File: config.mk
export PLATFORM = sky130hd
export DESIGN_NAME = itrace_qual
export DESIGN_NICKNAME = d
export VERILOG_FILES = /design/src/rtl/itq_pkg.sv /design/src/rtl/itq_decode.sv /design/src/rtl/itq_exc_track.sv /design/src/rtl/itrace_qual.sv
export SDC_FILE = /design/constraint.sdc
export NUM_CORES = 1
export LEC_CHECK = 0
export ABC_AREA = 1
export ABC_CLOCK_PERIOD_IN_PS = 2000
export CAP_MARGIN = 20
export CORE_MARGIN = 2
export CORE_UTILIZATION = 30
export CTS_CLUSTER_DIAMETER = 150
export DETAILED_ROUTE_END_ITERATION = 16
export GPL_TIMING_DRIVEN = 0
export SKIP_CTS_REPAIR_TIMING = 1
export SYNTH_ARGS = -nofsm -noshare
export SYNTH_HDL_FRONTEND = slang
export SYNTH_SLANG_ARGS = --single-unit
File: constraint.sdc
create_clock -name clk -period 2 [get_ports clk]
set_clock_uncertainty 0.1 [all_clocks]
set_input_delay 0.2 -clock clk [delete_from_list [all_inputs] [get_ports clk]]
set_output_delay 0.2 -clock clk [all_outputs]
set_load 0.01 [all_outputs]
File: src/rtl/itq_pkg.sv
`timescale 1ns/1ps
package itq_pkg;

  typedef enum logic [2:0] {
    EXK_OTHER = 3'b000,
    EXK_IRQ   = 3'b001,
    EXK_BCODE = 3'b100,
    EXK_FIQ   = 3'b101,
    EXK_PDABT = 3'b110
  } exk_e;

  typedef struct packed {
    logic       kill;
    logic       dabt;
    logic       cancel;
    logic [2:0] kind;
  } exc_t;

  typedef struct packed {
    logic vld;
    logic inst;
    logic phan;
    logic thumb;
    logic bcode;
    logic icc;
    logic pcc;
    logic ind;
    logic ctx;
    logic data;
    logic bounce;
    logic exc;
    exc_t ex;
  } flags_t;

  // bytes occupied by one instruction in the current state
  function automatic logic [2:0] insn_size(input logic thumb, input logic bcode);
    if (bcode && !thumb)      return 3'd1;
    else if (thumb && !bcode) return 3'd2;
    else                      return 3'd4;
  endfunction

  function automatic logic [63:0] phantom_addr(input logic [63:0] addr, input logic [2:0] sz);
    return addr - {61'd0, sz};
  endfunction

  function automatic logic kind_legal(input logic [2:0] k);
    case (k)
      EXK_OTHER, EXK_IRQ, EXK_BCODE, EXK_FIQ, EXK_PDABT: return 1'b1;
      default: return 1'b0;
    endcase
  endfunction

endpackage

File: src/rtl/itq_decode.sv
`timescale 1ns/1ps
module itq_decode
  import itq_pkg::*;
(
  input  logic [17:0] ctl,
  output flags_t      fl,
  output logic        mode_both
);
  // layered qualification: each flag counts only when its parent does
  always_comb begin
    fl.vld       = ctl[0];
    fl.inst      = fl.vld  & ctl[1];
    fl.phan      = fl.vld  & ctl[2];
    fl.thumb     = fl.vld  & ctl[3];
    fl.bcode     = fl.vld  & ctl[4];
    fl.icc       = fl.inst & ctl[5];
    fl.pcc       = fl.phan & ctl[6];
    fl.ind       = fl.inst & ctl[7];
    fl.ctx       = fl.inst & ctl[8];
    fl.data      = fl.inst & ctl[9];
    fl.bounce    = fl.data & ctl[10];
    fl.exc       = fl.vld  & ctl[11];
    fl.ex.kind   = fl.exc ? ctl[14:12] : 3'b000;
    fl.ex.cancel = fl.exc & ctl[15];
    fl.ex.dabt   = fl.exc & ctl[16];
    fl.ex.kill   = fl.exc & ctl[17];
    mode_both    = fl.thumb & fl.bcode;
  end

  always_comb begin
    a_r4_bounce_parent : assert (!fl.bounce || (fl.data && fl.inst && fl.vld));
  end
endmodule

File: src/rtl/itq_exc_track.sv
`timescale 1ns/1ps
module itq_exc_track
  import itq_pkg::*;
(
  input  logic clk,
  input  logic rst_n,
  input  logic active,
  input  logic auto_off,
  input  logic inst,
  input  logic exc,
  input  exc_t exc_now,
  output logic rep_fire,
  output exc_t rep_info,
  output logic lost_fire
);
  logic started_q, pend_q;
  exc_t held_q;

  // named internal events
  logic cap_now;
  assign cap_now   = active & exc;
  assign rep_fire  = active & inst & started_q & (pend_q | exc);
  assign rep_info  = exc ? exc_now : held_q;
  assign lost_fire = pend_q & auto_off;

  always_ff @(posedge clk) begin
    if (!rst_n) begin
      started_q <= 1'b0;
      pend_q    <= 1'b0;
      held_q    <= '0;
    end else if (!active) begin
      started_q <= 1'b0;
      pend_q    <= 1'b0;
    end else begin
      if (cap_now) held_q <= exc_now;
      if (rep_fire)                   pend_q <= 1'b0;
      else if (cap_now && started_q)  pend_q <= 1'b1;
      if (inst) started_q <= 1'b1;
    end
  end

  a_r10_pend_needs_start : assert property (@(posedge clk) disable iff (!rst_n)
    pend_q |-> started_q);
  a_r9_held_stable : assert property (@(posedge clk) disable iff (!rst_n)
    (pend_q && !cap_now) |=> $stable(held_q));
  a_r11_lost_drops : assert property (@(posedge clk) disable iff (!rst_n)
    lost_fire |=> !pend_q);
endmodule

File: src/rtl/itrace_qual.sv
`timescale 1ns/1ps
module itrace_qual
  import itq_pkg::*;
#(
  parameter int AW = 32
) (
  input  logic          clk,
  input  logic          rst_n,
  input  logic [17:0]   ctl_in,
  input  logic [AW-1:0] iaddr,
  input  logic          trace_en,
  input  logic          dbg_halt,
  input  logic          prohib_region,
  output logic          ev_valid,
  output logic          ev_inst,
  output logic          ev_phantom,
  output logic          ev_thumb,
  output logic          ev_bcode,
  output logic          ev_inst_ccfail,
  output logic          ev_phan_ccfail,
  output logic          ev_indirect,
  output logic          ev_ctxid,
  output logic          ev_data,
  output logic          ev_bounce,
  output logic [AW-1:0] bp_addr,
  output logic          ev_exc,
  output logic [2:0]    ev_exc_kind,
  output logic          ev_exc_kill,
  output logic          ev_exc_dabt,
  output logic          ev_exc_cancel,
  output logic          err_exc_code,
  output logic          err_mode,
  output logic          exc_lost
);
  localparam int WAW = 64;

  flags_t  fl;
  logic    mode_both;
  logic    auto_off, active;
  logic    rep_fire, lost_fire;
  exc_t    rep_info;
  logic [2:0]    cur_size;
  logic [AW-1:0] bp_next;

  assign auto_off = dbg_halt | prohib_region;
  assign active   = trace_en & ~auto_off;
  assign cur_size = insn_size(fl.thumb, fl.bcode);
  assign bp_next  = AW'(phantom_addr(WAW'(iaddr), cur_size));

  itq_decode u_dec (
    .ctl       (ctl_in),
    .fl        (fl),
    .mode_both (mode_both)
  );

  itq_exc_track u_trk (
    .clk       (clk),
    .rst_n     (rst_n),
    .active    (active),
    .auto_off  (auto_off),
    .inst      (fl.inst),
    .exc       (fl.exc),
    .exc_now   (fl.ex),
    .rep_fire  (rep_fire),
    .rep_info  (rep_info),
    .lost_fire (lost_fire)
  );

  always_ff @(posedge clk) begin
    if (!rst_n) begin
      ev_valid <= 1'b0; ev_inst <= 1'b0; ev_phantom <= 1'b0;
      ev_thumb <= 1'b0; ev_bcode <= 1'b0;
      ev_inst_ccfail <= 1'b0; ev_phan_ccfail <= 1'b0;
      ev_indirect <= 1'b0; ev_ctxid <= 1'b0; ev_data <= 1'b0; ev_bounce <= 1'b0;
      bp_addr <= '0;
      ev_exc <= 1'b0; ev_exc_kind <= 3'b000;
      ev_exc_kill <= 1'b0; ev_exc_dabt <= 1'b0; ev_exc_cancel <= 1'b0;
      err_exc_code <= 1'b0; err_mode <= 1'b0; exc_lost <= 1'b0;
    end else begin
      ev_valid       <= active & fl.vld;
      ev_inst        <= active & fl.inst;
      ev_phantom     <= active & fl.phan;
      ev_thumb       <= active & fl.thumb;
      ev_bcode       <= active & fl.bcode;
      ev_inst_ccfail <= active & fl.icc;
      ev_phan_ccfail <= active & fl.pcc;
      ev_indirect    <= active & fl.ind;
      ev_ctxid       <= active & fl.ctx;
      ev_data        <= active & fl.data;
      ev_bounce      <= active & fl.bounce;
      bp_addr        <= (active & fl.phan) ? bp_next : '0;
      ev_exc         <= rep_fire;
      ev_exc_kind    <= rep_fire ? rep_info.kind : 3'b000;
      ev_exc_kill    <= rep_fire & rep_info.kill;
      ev_exc_dabt    <= rep_fire & rep_info.dabt;
      ev_exc_cancel  <= rep_fire & rep_info.cancel;
      err_exc_code   <= active & fl.exc & ~kind_legal(fl.ex.kind);
      err_mode       <= active & mode_both;
      exc_lost       <= lost_fire;
    end
  end

  a_r1_quiet_when_invalid : assert property (@(posedge clk) disable iff (!rst_n)
    !ctl_in[0] |=> (!ev_valid && !ev_inst && !ev_phantom && !ev_exc && bp_addr == '0));
  a_r3_ccfail_parent : assert property (@(posedge clk) disable iff (!rst_n)
    ev_inst_ccfail |-> ev_inst);
  a_r4_bounce_data : assert property (@(posedge clk) disable iff (!rst_n)
    ev_bounce |-> ev_data);
  a_r8_mode_err : assert property (@(posedge clk) disable iff (!rst_n)
    err_mode |-> (ev_thumb && ev_bcode));
  a_r11_lost_not_reported : assert property (@(posedge clk) disable iff (!rst_n)
    exc_lost |-> !ev_exc);
  a_r9_report_on_inst : assert property (@(posedge clk) disable iff (!rst_n)
    ev_exc |-> ev_inst);
endmodule

---- Word level (Yosys, flattened, before mapping) ----
Cells that the tools add are included.
word-level totals
  bits in read-only memories .............. 0
  memories ................................ 0
  bits in writable memories ............... 0
  input bits .............................. 55
  logic and storage cells ................. 91
  latch bits .............................. 0
  flip-flop bits (word level) ............. 61
  output and inout port bits .............. 53
cells by class
  order comparisons ....................... 0
  divide/modulo/power cells ............... 0
  reduce and logical (&&, ||, !) cells .... 12
  multiply operators ...................... 0
  equality and inequality tests ........... 4
  multiplexer cells ....................... 6
  $add $sub $neg .......................... 1
  shift-type cells ........................ 0
  bitwise gates (word level) .............. 42
operators by type and width
  operator                                                               number
  1-bit AND                                                              36
  32-bit by 3-bit subtractor with 32-bit output                          1
  3-bit equality test, second input constant                             3
  3-bit 2-to-1 mux                                                       3
  2-bit AND reduction                                                    4
  6-bit 2-to-1 mux                                                       1
  5-bit OR reduction                                                     1
  1-bit inverter                                                         4
  3-bit by 1-bit equality test with 1-bit output, second input constant  1
  1-bit logical AND                                                      3
  3-bit zero test                                                        1
  3-bit OR reduction                                                     1
  1-bit zero test                                                        2
  1-bit 2-to-1 mux                                                       2
  1-bit bitwise OR                                                       2

---- Logic depth before layout (Yosys ltp) ----
  word-level depth ........................ 8
  gate-level depth with buffers ........... 14
  mapped depth without buffers ............ 14

---- Hierarchy ----
Synthesis repeated with hierarchy kept, for this count alone.
unflattened totals
  cell total of the unflattened synthesis .. 471
  area total of the unflattened synthesis .. 3,070.4 um2
modules (own cells, without submodules)
  module         area each (um2)  sequential area each (um2)  cells an instance  times used
  itrace_qual    2,548.7          1,061.0                     373                1
  itq_exc_track  381.6            160.2                       62                 1
  itq_decode     140.1            0.0                         36                 1

---- Worst setup path after synthesis ----
OpenSTA, ideal clock, no wires.
  path kind ............................... input -> register
  start point ............................. input ctl_in[0]
  end point ............................... register bp_addr[31]
  cell stages on the path ................. 13
  path buffers ............................ 0
  required time ........................... 1.784 ns
  arrival ................................. 1.574 ns
  setup time .............................. 0.116 ns
  slack ................................... 0.210 ns
  path through ............................ nand2_1 -> nor2_1 -> inv_1 -> o21ai_0 -> ha_1 -> inv_1 -> nand2_1 -> nand2_1 -> nand2_1 -> nor2_1 -> nand3_1 -> nand2_1 -> nor2_2
between the ends
  cells in the longest elaborated chain, start to end .. 6
  elaborated cells between the ends (all ways) .. 12
  classes of those cells .................. 1 x add/sub; 2 x mux; 4 x bitwise; 5 x reduce/logical
RTL lines
  element                                        line               source
  from (decl)                                    itrace_qual.sv:9   input logic [17:0] ctl_in,
  1-bit AND                                      itq_decode.sv:15   fl.bcode = fl.vld & ctl[4];
  1-bit zero test                                itq_pkg.sv:38      else if (thumb && !bcode) return 3'd2;
  1-bit logical AND                              itq_pkg.sv:38
  3-bit 2-to-1 mux                               itq_pkg.sv:38
  3-bit 2-to-1 mux                               itq_pkg.sv:37      if (bcode && !thumb) return 3'd1;
  32-bit by 3-bit subtractor with 32-bit output  itq_pkg.sv:43      return addr - {61'd0, sz};
  to (signal assigned)                           itrace_qual.sv:91  bp_addr <= (active & fl.phan) ? bp_next : '0;
  to (decl)                                      itrace_qual.sv:25  output logic [AW-1:0] bp_addr,
Parallel ways exist; a longest one is shown, timed or not.
A chain may end at the register's enable or synchronous reset.

---- Worst setup path after layout ----
  start point ............................. input iaddr[0]
  end point ............................... register bp_addr[24]
between the ends
  cells in the longest elaborated chain, start to end .. 1
RTL lines
  element                                        line               source
  from (decl)                                    itrace_qual.sv:10  input logic [AW-1:0] iaddr,
  32-bit by 3-bit subtractor with 32-bit output  itq_pkg.sv:43
No other way between the ends.

==> metrics.csv <==
stage,metric,value,unit
floorplan,Core Box Area,9150,sq um
grt,global-route wire length before repair,12.9,mm
power,VDD IR-drop max,0.000261,V
floorplan,Initial Util,30.6,%
placement,Post-DP Area,4010,sq um
cts,clk_lat worst skew,0.33,ns
cts,clk sink count,61,
finish,post-route insts no fill,655,
power,pwr/cell area,668,nW/um^2
critical_path,Worst Setup End Kind,flip-flop,
placement,number of placed cells counting well taps,636,
critical_path,WP data arrival,2.01,ns
critical_path,Worst setup endpoint,bp_addr[24]$_SDFF_PN0_,
routing,TritonRoute pass-1 iters,4,
sta,Final WS setup,0.109,ns
critical_path,worst reg-to-reg path cell count,4,
routing,wire per inst,12.3,um
floorplan,Die X,101,um
flow_run,maximum capacitance violations,0,
critical_path,Setup Crit Path Kind,in2reg,
cts,CTS tree,done,
routing,DRT antenna net count,0,
run_status,status,"finished, final reports clean",
sta,crit path time final,1.89,ns
routing,Vias/cell,4.45,
logic_synthesis,"EDFF count, synth",0,
routing,Iteration-0 DRC Markers,123,
grt,initial antenna violation count,0,
logic_synthesis,Syn Std Cell Area,2800,sq um
logic_synthesis,Avg Synthesized Cell Area,6.70,sq um
logic_synthesis,Async SR Flop Fraction,0,%
critical_path,Critical Path Source Type,primary input,
logic_synthesis,count of yosys warnings during synthesis,0,
critical_path,register-to-register setup slack,0.81,ns
critical_path,critical path depth,12,
critical_path,reg2reg start,u_trk.pend_q$_SDFFE_PP0P_,
floorplan,Die H,101,um
min_path,Worst Hold Class,in2reg,
floorplan,Site Rows,35,
cts,root buffer cell,clkbuf_8,
critical_path,Slowest cell on crit path,clkdlybuf4s50_1,
grt,number of global-route vias before repair,2954,
finish,Final Util,47.5,%
sta,max_slew headroom,78.6,%
grt,grt total ovfl,0,
placement,Setup WS pre-CTS,-0.851,ns
critical_path,"Largest stage delay, worst path",0.45,ns
finish,Largest regs,"bp_addr: 32 flops, u_trk.held_q: 6 flops, ev_exc_kind: 3 flops",
floorplan,die area,10100,sq um
placement,port bufs,107,
critical_path,r2r endpoint,ev_exc_kill$_SDFF_PN0_,
critical_path,"Req. time, crit path",2.12,ns
sta,Slew @ Worst Pin,0.320,ns
routing,Vias,2916,
cts,CTS H-tree lvls,3,
floorplan,I/O pins,108,
logic_synthesis,top_reg_cell synth,dfxtp_1,
power,P_leak,1.81,nW
finish,layout cells sized above 1,10.3,%
sta,fin crit share,94.6,%
routing,# DRC,0,
critical_path,critical path cell sequence,clkdlybuf4s50_1 > inv_1 > ha_1 > fa_2 > inv_1 > nand2_1 > nand2_1 > nor2_4 > nand2_1 > inv_1 > nand3_1 > a21oi_1,
logic_synthesis,"Net Count, Synth",477,
finish,number of flip-flops in the largest register,32,
logic_synthesis,part of the Yosys area used for sequential elements,43.6,%
critical_path,crit path from,iaddr[0],
sta,final setup TNS,0,ns
cts,CTS Buf Count,9,
finish,final instance area,4350,sq um
finish,Final nets,598,
critical_path,Crit Path Max Fanout,4,
finish,Ant. Diodes,0,
critical_path,worst path buffer plus inverter count,4,
sta,Final Hold Slack,0.104,ns
sta,Final Hold Violating Endpoints,0,
critical_path,cell family with most CP delay,buffers and inverters,
placement,Final HPWL DP,6.19,mm
finish,Area Overhead vs Synth,55.2,%
power,Pwr Total,2.90,mW
cts,Max clock buf depth,2,
logic_synthesis,post-synthesis cell count,418,
sta,Final Setup Violations,0,
grt,largest net degree at the start of global routing,11,
finish,Largest Register,bp_addr,
sta,Slew Limit Fails,0,
placement,final RePlAce weighted congestion,0.895,
logic_synthesis,Synth cell types,25,
logic_synthesis,Seq cells post-synth,61,
cts,Worst-path clk slew,0.07,ns
grt,Tot GR Track Use,16.2,%
routing,Routed WL,8.05,mm
sta,FMAX,0.529,GHz
-- Yosys cell counts, types with 2 or more instances --
library cell / instances / share of area, %
nor2_4: 3 / 1.2
nor2_2: 10 / 2.2
nand2_2: 2 / 0.45
o21ai_0: 10 / 1.8
nand3_1: 26 / 4.6
nand2_1: 108 / 14
nor3_1: 4 / 0.71
inv_1: 56 / 7.5
ha_1: 3 / 1.3
inv_2: 2 / 0.27
a21oi_1: 28 / 5.0
xor2_1: 2 / 0.63
dfxtp_1: 61 / 44
nor2_1: 92 / 12
-- cell families (layout without fill, tap and decap cells) --
kind of cell	Yosys count	after routing	share of synthesized area, %
DFF	61	61	43.6
adders and majority gates	4	4	2.06
buffers and inverters	62	187	9.34
xor gates and xnor gates	2	2	0.626
and+or+nand+nor	249	250	37.2
AOI/OAI and AO/OA	40	40	7.19
-- worst reg2reg max path, cell delays in order (launching register included) --
cell	delay (ns)
dfxtp_1	0.37
nor2_1	0.06
nor3_1	0.21
nand2_1	0.22
a21oi_1	0.17
-- power by group --
| group | internal (mW) | leakage (nW) | total, mW | switching (mW) |
|---|---|---|---|---|
| logic | 0.160 | 1.20 | 0.336 | 0.176 |
| clock network | 0.862 | 0.121 | 1.34 | 0.480 |
| registers | 1.22 | 0.492 | 1.22 | 0.00235 |
-- layout by cell type, fill, tap and decap left out --
cell	instances
nand2_1	105
clkdlybuf4s50_1	104
nor2_1	83
dfxtp_1	61
inv_1	55
a21oi_1	27
nand3_1	25
nor2_2	16
clkbuf_8	10
o21ai_0	9
nor2_4	7
nand2_2	4
nor3_1	4
inv_2	3
buf_4	3
ha_1	3
bufinv_16	3
nand2_4	2
o21ai_1	2
xor2_1	2
clkbuf_1	2
dlymetal6s2s_1	2
buf_2	1
nor3b_1	1
buf_6	1
buf_12	1
a31oi_1	1
nand4_1	1
a21oi_2	1
nand3_4	1
and2_1	1
fa_2	1
clkinv_2	1
clkbuf_2	1
-- worst min path at each step --
stage / start / endpoint / slack, ns / depth (start not counted)
after floorplan: ctl_in[8] / ev_ctxid$_SDFF_PN0_ / 0.21 / 2
after global placement: u_trk.pend_q$_SDFFE_PP0P_ / exc_lost$_SDFF_PN0_ / 0.35 / 2
after detailed placement: u_trk.held_q[0]$_SDFFE_PN0P_ / u_trk.held_q[0]$_SDFFE_PN0P_ / 0.35 / 2
after CTS: ctl_in[5] / ev_inst_ccfail$_SDFF_PN0_ / 0.29 / 3
after global routing: ctl_in[0] / ev_valid$_SDFF_PN0_ / 0.11 / 3
final: ctl_in[0] / ev_valid$_SDFF_PN0_ / 0.10 / 3
-- cell type report --
cell class              count  area (sq um)
plain buffers               4          43.8
clock buffers              12           145
clock inverters             4          95.1
fillers                   931          4810
inverters                  58           218
multi-input cells         296          1400
flip-flops and latches     61          1220
well taps                 111           139
repair buffers            109          1090
-- layer usage --
layer	part of all wire, %	track usage, %	vias up	wire, um
li1	-	-	1520	-
met1	46	20.1	1280	3670
met2	46	26.8	100	3700
met3	6.1	3.95	16	489
met4	2.4	7.17	0	192
met5	0	0	-	0
(Power assumes the default switching activity.)
